## src/rtl/flash_status_pkg.sv

```systemverilog
package flash_status_pkg;
    typedef enum logic [1:0] {
        ST_IDLE  = 2'd0,
        ST_PROG  = 2'd1,
        ST_ERASE = 2'd2
    } op_state_t;
endpackage

```

## src/rtl/op_timer.sv

```systemverilog
module op_timer #(
    parameter int CNT_W = 8
) (
    input  logic             clk,
    input  logic             rst_n,
    input  logic             load,
    input  logic [CNT_W-1:0] load_val,
    input  logic             run,
    output logic             done
);
    logic [CNT_W-1:0] cnt_q;

    always_ff @(posedge clk or negedge rst_n) begin
        if (!rst_n) begin
            cnt_q <= '0;
        end else if (load) begin
            cnt_q <= load_val - 1'b1;
        end else if (run && (cnt_q != '0)) begin
            cnt_q <= cnt_q - 1'b1;
        end
    end

    assign done = (cnt_q == '0);

    // a running count moves down by exactly one per cycle
    a_r3_count_down: assert property (@(posedge clk) disable iff (!rst_n)
        (run && !load && cnt_q != '0) |=> (cnt_q == $past(cnt_q) - 1'b1));
endmodule

```

## src/rtl/rd_toggle.sv

```systemverilog
module rd_toggle (
    input  logic clk,
    input  logic rst_n,
    input  logic ce_n,
    input  logic oe_n,
    input  logic clr,
    output logic rd_active,
    output logic tog_bit
);
    logic rd_prev_q;
    logic tgl_q;
    logic rd_open;

    assign rd_active = !ce_n && !oe_n;
    assign rd_open   = rd_active && !rd_prev_q;

    always_ff @(posedge clk or negedge rst_n) begin
        if (!rst_n) begin
            rd_prev_q <= 1'b0;
            tgl_q     <= 1'b0;
        end else begin
            rd_prev_q <= rd_active;
            if (clr) begin
                tgl_q <= 1'b0;
            end else if (rd_open) begin
                tgl_q <= ~tgl_q;
            end
        end
    end

    // value seen during an access is the post-flip value from its first cycle
    assign tog_bit = tgl_q ^ rd_open;

    // every opened access flips the stored toggle
    a_r7_flip: assert property (@(posedge clk) disable iff (!rst_n)
        (rd_open && !clr) |=> (tgl_q != $past(tgl_q)));

    // toggle seen by the bus holds for the rest of an access
    a_r8_steady: assert property (@(posedge clk) disable iff (!rst_n)
        (rd_active && $past(rd_active) && !$past(clr)) |-> $stable(tog_bit));
endmodule

```

## src/rtl/flash_busy_status.sv

```systemverilog
module flash_busy_status
    import flash_status_pkg::*;
#(
    parameter int ADDR_W       = 17,
    parameter int DATA_W       = 8,
    parameter int PROG_CYCLES  = 500,
    parameter int ERASE_CYCLES = 500000000
) (
    input  logic              clk,
    input  logic              rst_n,
    input  logic              prog_start,
    input  logic              erase_start,
    input  logic [ADDR_W-1:0] prog_addr,
    input  logic [DATA_W-1:0] prog_data,
    input  logic              ce_n,
    input  logic              oe_n,
    input  logic [ADDR_W-1:0] rd_addr,
    input  logic [DATA_W-1:0] arr_rdata,
    output logic [DATA_W-1:0] dout,
    output logic              busy
);
    localparam int MAX_CYC = (PROG_CYCLES > ERASE_CYCLES) ? PROG_CYCLES : ERASE_CYCLES;
    localparam int CNT_W   = $clog2(MAX_CYC + 1);
    localparam int POLL_B  = DATA_W - 1;
    localparam int TGL_B   = DATA_W - 2;
    localparam logic [CNT_W-1:0] PROG_LD  = CNT_W'(PROG_CYCLES);
    localparam logic [CNT_W-1:0] ERASE_LD = CNT_W'(ERASE_CYCLES);

    op_state_t         state_q, state_d;
    logic [ADDR_W-1:0] lat_addr_q;
    logic              lat_poll_q;
    logic              prog_go, erase_go, op_go;
    logic              tmr_done;
    logic              rd_active, tog_bit;
    logic              unused_bits;

    assign unused_bits = ^prog_data[DATA_W-2:0];

    // start decode: program wins a tie, requests while busy dropped
    assign prog_go  = (state_q == ST_IDLE) && prog_start;
    assign erase_go = (state_q == ST_IDLE) && erase_start && !prog_start;
    assign op_go    = prog_go || erase_go;

    op_timer #(.CNT_W(CNT_W)) u_timer (
        .clk      (clk),
        .rst_n    (rst_n),
        .load     (op_go),
        .load_val (prog_go ? PROG_LD : ERASE_LD),
        .run      (busy),
        .done     (tmr_done)
    );

    rd_toggle u_toggle (
        .clk       (clk),
        .rst_n     (rst_n),
        .ce_n      (ce_n),
        .oe_n      (oe_n),
        .clr       (op_go),
        .rd_active (rd_active),
        .tog_bit   (tog_bit)
    );

    // next-state logic
    always_comb begin
        state_d = state_q;
        unique case (state_q)
            ST_IDLE: begin
                if (prog_go)       state_d = ST_PROG;
                else if (erase_go) state_d = ST_ERASE;
            end
            ST_PROG:  if (tmr_done) state_d = ST_IDLE;
            ST_ERASE: if (tmr_done) state_d = ST_IDLE;
            default:  state_d = ST_IDLE;
        endcase
    end

    // state register and program latch
    always_ff @(posedge clk or negedge rst_n) begin
        if (!rst_n) begin
            state_q    <= ST_IDLE;
            lat_addr_q <= '0;
            lat_poll_q <= 1'b0;
        end else begin
            state_q <= state_d;
            if (prog_go) begin
                lat_addr_q <= prog_addr;
                lat_poll_q <= prog_data[POLL_B];
            end
        end
    end

    // outputs
    always_comb begin
        busy = (state_q != ST_IDLE);
        dout = '0;
        if (rd_active) begin
            dout = arr_rdata;
            unique case (state_q)
                ST_IDLE: ;
                ST_PROG: begin
                    dout[TGL_B] = tog_bit;
                    if (rd_addr == lat_addr_q) dout[POLL_B] = ~lat_poll_q;
                end
                ST_ERASE: dout[TGL_B] = tog_bit;
                default: dout = arr_rdata;
            endcase
        end
    end

    // nothing driven outside an access
    a_r1_quiet: assert property (@(posedge clk) disable iff (!rst_n)
        (ce_n || oe_n) |-> (dout == '0));

    // idle reads carry array data
    a_r2_idle_pass: assert property (@(posedge clk) disable iff (!rst_n)
        (!busy && rd_active) |-> (dout == arr_rdata));

    // polling bit inverts the loaded bit at the loaded address
    a_r5_poll_bit: assert property (@(posedge clk) disable iff (!rst_n)
        (state_q == ST_PROG && rd_active && rd_addr == lat_addr_q)
            |-> (dout[POLL_B] != lat_poll_q));

    // latched program target stays put for the whole operation
    a_r9_latch_hold: assert property (@(posedge clk) disable iff (!rst_n)
        (busy && $past(busy)) |-> ($stable(lat_addr_q) && $stable(lat_poll_q)));

    // erase only ends by returning to idle
    a_r4_erase_exit: assert property (@(posedge clk) disable iff (!rst_n)
        ($past(state_q) == ST_ERASE) |-> (state_q == ST_ERASE || state_q == ST_IDLE));
endmodule

```

## config.mk

```make
export PLATFORM = sky130hd
export DESIGN_NAME = flash_busy_status
export DESIGN_NICKNAME = d
export VERILOG_FILES = /design/src/rtl/flash_status_pkg.sv /design/src/rtl/op_timer.sv /design/src/rtl/rd_toggle.sv /design/src/rtl/flash_busy_status.sv
export SDC_FILE = /design/constraint.sdc
export NUM_CORES = 1
export LEC_CHECK = 0
export ABC_CLOCK_PERIOD_IN_PS = 5400
export CELL_PAD_IN_SITES_DETAIL_PLACEMENT = 1
export CELL_PAD_IN_SITES_GLOBAL_PLACEMENT = 2
export CORE_ASPECT_RATIO = 0.75
export CORE_UTILIZATION = 34
export CTS_BUF_LIST = sky130_fd_sc_hd__clkbuf_2
export DETAILED_ROUTE_END_ITERATION = 8
export GPL_TIMING_DRIVEN = 0
export PLACE_DENSITY_LB_ADDON = 0.1
export REMOVE_ABC_BUFFERS = 1
export SYNTH_ARGS = -nofsm -noshare
export SYNTH_HDL_FRONTEND = slang
export SYNTH_SLANG_ARGS = --single-unit
```

## constraint.sdc

```tcl
create_clock -name clk -period 5.4 [get_ports clk]
set_input_delay 0.81 -clock clk [delete_from_list [all_inputs] [get_ports clk]]
set_output_delay 0.81 -clock clk [all_outputs]
set_load 0.02 [all_outputs]
```

==> results of run 1 <==
## area by class of cell
cell class,instances,area [um2]
multi-input combinational,405,2365
tap,140,175.2
fill,1330,6452
sequential,51,1276
clock buffer,6,30.03
timing repair buffer,58,585.6
clock inverter,2,12.51
inverter,12,45.04
## metal layers
layer	routed length, um	track usage	vias to the layer above
met3	791	0.03986	16
li1	-	-	1849
met4	159	0.04618	0
met5	0	0	-
met2	6056	0.3835	118
met1	6560	0.3270	2014
## placed cells by master (no fill, tap or decap), types with 6 or more instances in the layout
master / synthesis / layout
dfrtp_1: 51 / 51
nor4_1: 9 / 9
nand2_1: 98 / 97
o22ai_1: 11 / 11
nor3_1: 15 / 15
clkdlybuf4s50_1: 0 / 56
nand4_1: 8 / 8
o21a_1: 8 / 8
xnor2_1: 15 / 15
a21oi_1: 37 / 37
nor2_1: 48 / 48
a211oi_1: 12 / 12
o21ai_0: 26 / 26
mux2i_1: 7 / 7
clkbuf_2: 0 / 6
nor2b_1: 8 / 8
inv_1: 12 / 12
and2_1: 11 / 10
## where the power goes
part | switching, mW | leakage (nW) | internal (mW)
Sequential | 0.217 | 0.628 | 0.548
Clock | 0.134 | 0.0290 | 0.0329
Combinational | 0.935 | 1.18 | 0.546
## through the flow
step	std cells	hold slack, ns	utilization
floorplan	468	0.4655	-
global placement	665	0.4808	0.4047
detailed placement	666	0.4853	0.4061
CTS	674	0.3565	0.4099
global route	674	0.3855	0.4103
finish	674	0.3439	0.4103
## cell families (layout without fill, tap and decap cells)
| group | count (synthesis) | in the layout | synth area share |
|---|---|---|---|
| DFF | 51 | 51 | 0.3333 |
| buffers and inverters | 42 | 78 | 0.05000 |
| muxes | 9 | 9 | 0.02418 |
| adders and majority gates | 3 | 3 | 0.009805 |
| xor gates and xnor gates | 19 | 19 | 0.04346 |
| AOI/OAI and AO/OA | 139 | 139 | 0.2373 |
| and+or+nand+nor | 235 | 235 | 0.3020 |
## state kept, by name, summed over array words and instances, names as in the netlist
| register | count |
|---|---|
| lat_addr_q | 17 |
| lat_poll_q | 1 |
| state_q | 2 |
| u_timer.cnt_q | 29 |
| u_toggle.rd_prev_q | 1 |
| u_toggle.tgl_q | 1 |
## critical path: cells and delay by family
kind	cells	cell delay (ns)
AO/OA/AOI/OAI	5	1.72
AND/OR/NAND/NOR	2	1.08
buffers and inverters	1	1.25
## worst min path at each step
stage                              start  depth (start not counted)           endpoint
after floorplan           lat_addr_q[10]                          2     lat_addr_q[10]
after global placement    lat_addr_q[16]                          2     lat_addr_q[16]
after detailed placement   lat_addr_q[5]                          2      lat_addr_q[5]
after CTS                          rst_n                          1  u_timer.cnt_q[13]
after global routing               rst_n                          1  u_timer.cnt_q[13]
final                              rst_n                          1  u_timer.cnt_q[17]
==> impl_metrics.ini, run 1 <==
[clock_network]
tritoncts = done
cts_resized = 0
cts_hold_buf = 0
cts-root-buf = clkbuf_2
numCtsBuffers = 5
clk_transition_reported_paths_ns = 0.28
h-tree-depth = 2
clk_latency_ns = 0.45
cts_max_path_buffers = 2
cts_sinks = 51
post_cts_buffers = 0

[die]
die_width_um = 124.5
core_area_um2 = 10940
design.die.area_um2 = 11690
die_h_um = 93.90
ioPinCount = 65
start_util = 0.3499
num_rows = 33

[yosys]
synth_top_area_frac = 0.3333
yosys.area.top_type = dfrtp_1
netlist_top_cells_area = dfrtp_1, nand2_1, a21oi_1, nor2_1, xnor2_1
synthArstFlopShare = 1.000
synth_cell_type_count = 65
ys_warn_count = 0
synthTopCellsByCount = nand2_1, dfrtp_1, nor2_1, a21oi_1, o21ai_0
synth_most_common_cell = nand2_1
synth_edf_count = 0
syn_area_um2 = 3829
seq_area_frac_synth = 0.3333
synthFlopType = dfrtp_1
ys_seq_elements = 51
synthCells = 498
syn_avg_cell_area_um2 = 7.688

[timing]
finalSetupTns_ns = 0
slew_violations = 0
worst_pin_slew_ns = 1.311
maxSlewHeadroom = 0.1262
period_needed_ns = 4.478
rsz0062_at_grt = no
finalCritPeriodShare = 0.8293
timing.final.ws_setup_ns = 0.9216
report.final.hold_viol_count = 0
setup_viol = 0
skew_ns = 0.01715
fmax_ghz = 0.2233

[worst_setup_path]
startpoint = prog_start
cp_common_cell = a21oi_1
cp_cell_sequence = clkdlybuf4s50_1 > nand2_2 > a21oi_1 > o31ai_1 > a211oi_1 > a21oi_1 > and4_1 > o31ai_2
path_class = in2reg
worstPathRequired_ns = 5.79
critPathLaunchType = input pin
reg2reg_slack_ns = 1.27
slowest_delay_ns = 1.25
r2r-start = state_q[1]
reg2regPathDepth = 9
crit_fanout = 35
cp_data_arrival_time_ns = 4.87
timing.rr.end = u_timer.cnt_q[27]
crit_path_end_kind = flop
cp_slowest_cell = clkdlybuf4s50_1
cp-endpoint = u_timer.cnt_q[27]

[finish]
drive_gt1_frac = 0.04869
synthToLayoutAreaGrowth_pct = 17.26
nets = 592
insertedDiodeCount = 0
final_area_um2 = 4489

[placement]
port_buffers = 57
gp_congestion = 0.8952
place_ws_ns = -0.0007945
place_area_um2 = 4443
dp_hpwl_mm = 9.770

[power]
vdd_drop_max_mv = 0.2117
p_leak_nw = 1.835
p_per_area_nw_per_um2 = 537.1
p_total_mw = 2.411

[drt]
route.vias.total = 3997
drt_iter0_markers = 297
first_pass_iters = 5
routedWlPerCell_um = 20.13
finalWirelength_mm = 13.57
final_antenna_net_count = 0
drc = 0
via_per_inst = 5.930

[global_routing]
grt_pass1_wl_mm = 21.64
grt_start_max_net_pins = 36
grt_pass1_vias = 4033
gr-total-overflow = 0
grt_util_all_layers = 0.2351
antenna_found_initial = 0

[outcome]
outcome = complete, no violations

[run]
cap_viol_max_count = 0

[hold_path]
hp-class = in2async
No activity file was read; power rests on OpenSTA's default activity.
==> run 2, diff against run 1 <==
--- a/config.mk
+++ b/config.mk
@@ -5,11 +5,11 @@
 export SDC_FILE = /design/constraint.sdc
 export NUM_CORES = 1
 export LEC_CHECK = 0
-export ABC_CLOCK_PERIOD_IN_PS = 5400
+export ABC_CLOCK_PERIOD_IN_PS = 4200
 export CELL_PAD_IN_SITES_DETAIL_PLACEMENT = 1
 export CELL_PAD_IN_SITES_GLOBAL_PLACEMENT = 2
 export CORE_ASPECT_RATIO = 0.75
-export CORE_UTILIZATION = 34
+export CORE_UTILIZATION = 32
 export CTS_BUF_LIST = sky130_fd_sc_hd__clkbuf_2
 export DETAILED_ROUTE_END_ITERATION = 8
 export GPL_TIMING_DRIVEN = 0
==> constraint.sdc (replaced) <==
create_clock -name clk -period 4.2 [get_ports clk]
set_input_delay 0.63 -clock clk [delete_from_list [all_inputs] [get_ports clk]]
set_output_delay 0.63 -clock clk [all_outputs]
set_load 0.02 [all_outputs]
==> impl_metrics.ini, run 2 (synthesis results as in run 1) <==
[outcome]
outcome = complete, no violations

[timing]
maxSlewHeadroom = 0.1982
worst_pin_slew_ns = 1.201
slew_violations = 0
rsz0062_at_grt = no
setup_viol = 0
period_needed_ns = 3.916
finalSetupTns_ns = 0
report.final.hold_viol_count = 0
fmax_ghz = 0.2554
finalCritPeriodShare = 0.9324
skew_ns = 0.03487

[global_routing]
grt_pass1_wl_mm = 21.47
gr-total-overflow = 0
grt_util_all_layers = 0.2258
antenna_found_initial = 0
grt_pass1_vias = 3851
grt_start_max_net_pins = 33

[drt]
final_antenna_net_count = 0
first_pass_iters = 4
routedWlPerCell_um = 19.67
via_per_inst = 5.746
drt_iter0_markers = 273
finalWirelength_mm = 13.73
route.vias.total = 4011
drc = 0

[finish]
final_cells = 698
largest_register_ff_count = 29
drive_gt1_frac = 0.05410
insertedDiodeCount = 0
final_area_um2 = 4562
largest-register = u_timer.cnt_q
synthToLayoutAreaGrowth_pct = 19.15
final_common_cell = nand2_1
layout_common_cells = nand2_1, clkdlybuf4s50_1, dfrtp_1
nets = 594
largestRegisters = u_timer.cnt_q (29), lat_addr_q (17), state_q (2)

[worst_setup_path]
crit_fanout = 2
crit_buf_inv = 2
cp_slowest_cell = clkdlybuf4s50_1
crit_family = buffers and inverters
cp_cell_sequence = clkdlybuf4s50_1 > xor2_1 > nor4_1 > nand3_1 > nor4_1 > nor2_1 > a2111oi_0 > clkdlybuf4s50_1
crit_path_end_kind = output port
worstPathRequired_ns = 3.57
cp_data_arrival_time_ns = 3.29
critPathLaunchType = input pin
path_class = in2out
slowest_delay_ns = 0.69

[power]
combPwrFrac = 0.615
power.switching_mw = 1.670
p_per_area_nw_per_um2 = 689.1
clockPowerShare = 0.073
p_leak_nw = 1.858
p_int_mw = 1.473
seqPwrFrac = 0.312
swShare = 0.5313
vdd_drop_max_mv = 0.2814

[clock_network]
clk_transition_reported_paths_ns = 0.32
numCtsBuffers = 5
cts_max_path_buffers = 2
cts_resized = 1
h-tree-depth = 2
cts_sinks = 51
clk_latency_ns = 0.49
tritoncts = done
cts_hold_buf = 0
post_cts_buffers = 0
cts-root-buf = clkbuf_2

[die]
core_area_um2 = 11610
die_width_um = 128.3
die_h_um = 96.73
ioPinCount = 65
num_rows = 34
start_util = 0.3297
design.die.area_um2 = 12410

[placement]
place_area_um2 = 4498
dp_hpwl_mm = 9.802
placed_cells_incl_taps = 689
gp_congestion = 0.8128
port_buffers = 57

[run]
cap_viol_max_count = 0

[hold_path]
hp-class = in2async
run 2: path summary, 6_finish.rpt:
path / cells after the start / slack [ns] / startpoint / to
min in group clk: 2 / 0.53 / lat_addr_q[10] / lat_addr_q[10]
max in group asynchronous: 2 / 3.44 / rst_n / lat_addr_q[15]
min reg2reg: 2 / 0.53 / lat_addr_q[10] / lat_addr_q[10]
max reg2reg: 9 / 0.41 / state_q[1] / u_timer.cnt_q[23]
max: 8 / 0.28 / rd_addr[11] / dout[7]
min: 1 / 0.12 / rst_n / u_timer.cnt_q[17]
run 2: final cells by class:
class                   instances  area, um2
repair buffers                 60      626.9
clock inverters                 3      20.02
inverters                      12      45.04
well taps                     162      202.7
clock buffers                   5      25.02
multi-input cells             405       2366
fillers                      1449       7052
flip-flops and latches         51       1276
run 2: power groups by stage:
| stage | clock network, mW | registers (mW) | logic [mW] |
|---|---|---|---|
| after detailed placement | 0 | 0.987 | 1.90 |
| final | 0.229 | 0.982 | 1.93 |
| after global routing | 0.255 | 1.02 | 2.13 |
| after floorplan | 0 | 0.896 | 1.32 |
| after global placement | 0 | 0.976 | 1.83 |
| after CTS | 0.239 | 0.975 | 1.91 |
run 2: per-stage QoR:
step | worst slack, ns | util | hold WS (ns) | power [mW]
after detailed placement | -0.8509 | 0.3873 | 0.4824 | 2.889
final | 0.2840 | 0.3928 | 0.1235 | 3.144
after floorplan | 0.8882 | - | 0.3344 | 2.213
after CTS | 0.01336 | 0.3913 | 0.1440 | 3.125
after global routing | 0.003181 | 0.3928 | 0.1443 | 3.398
after global placement | -1.033 | 0.3836 | 0.4783 | 2.809
run 2: metal layers:
| layer | wire length, um | share of wire | track usage |
|---|---|---|---|
| met4 | 55 | 0.0040 | 0.02896 |
| met3 | 809 | 0.059 | 0.03982 |
| met5 | 0 | 0 | 0 |
| met1 | 6777 | 0.49 | 0.3350 |
| met2 | 6087 | 0.44 | 0.3480 |
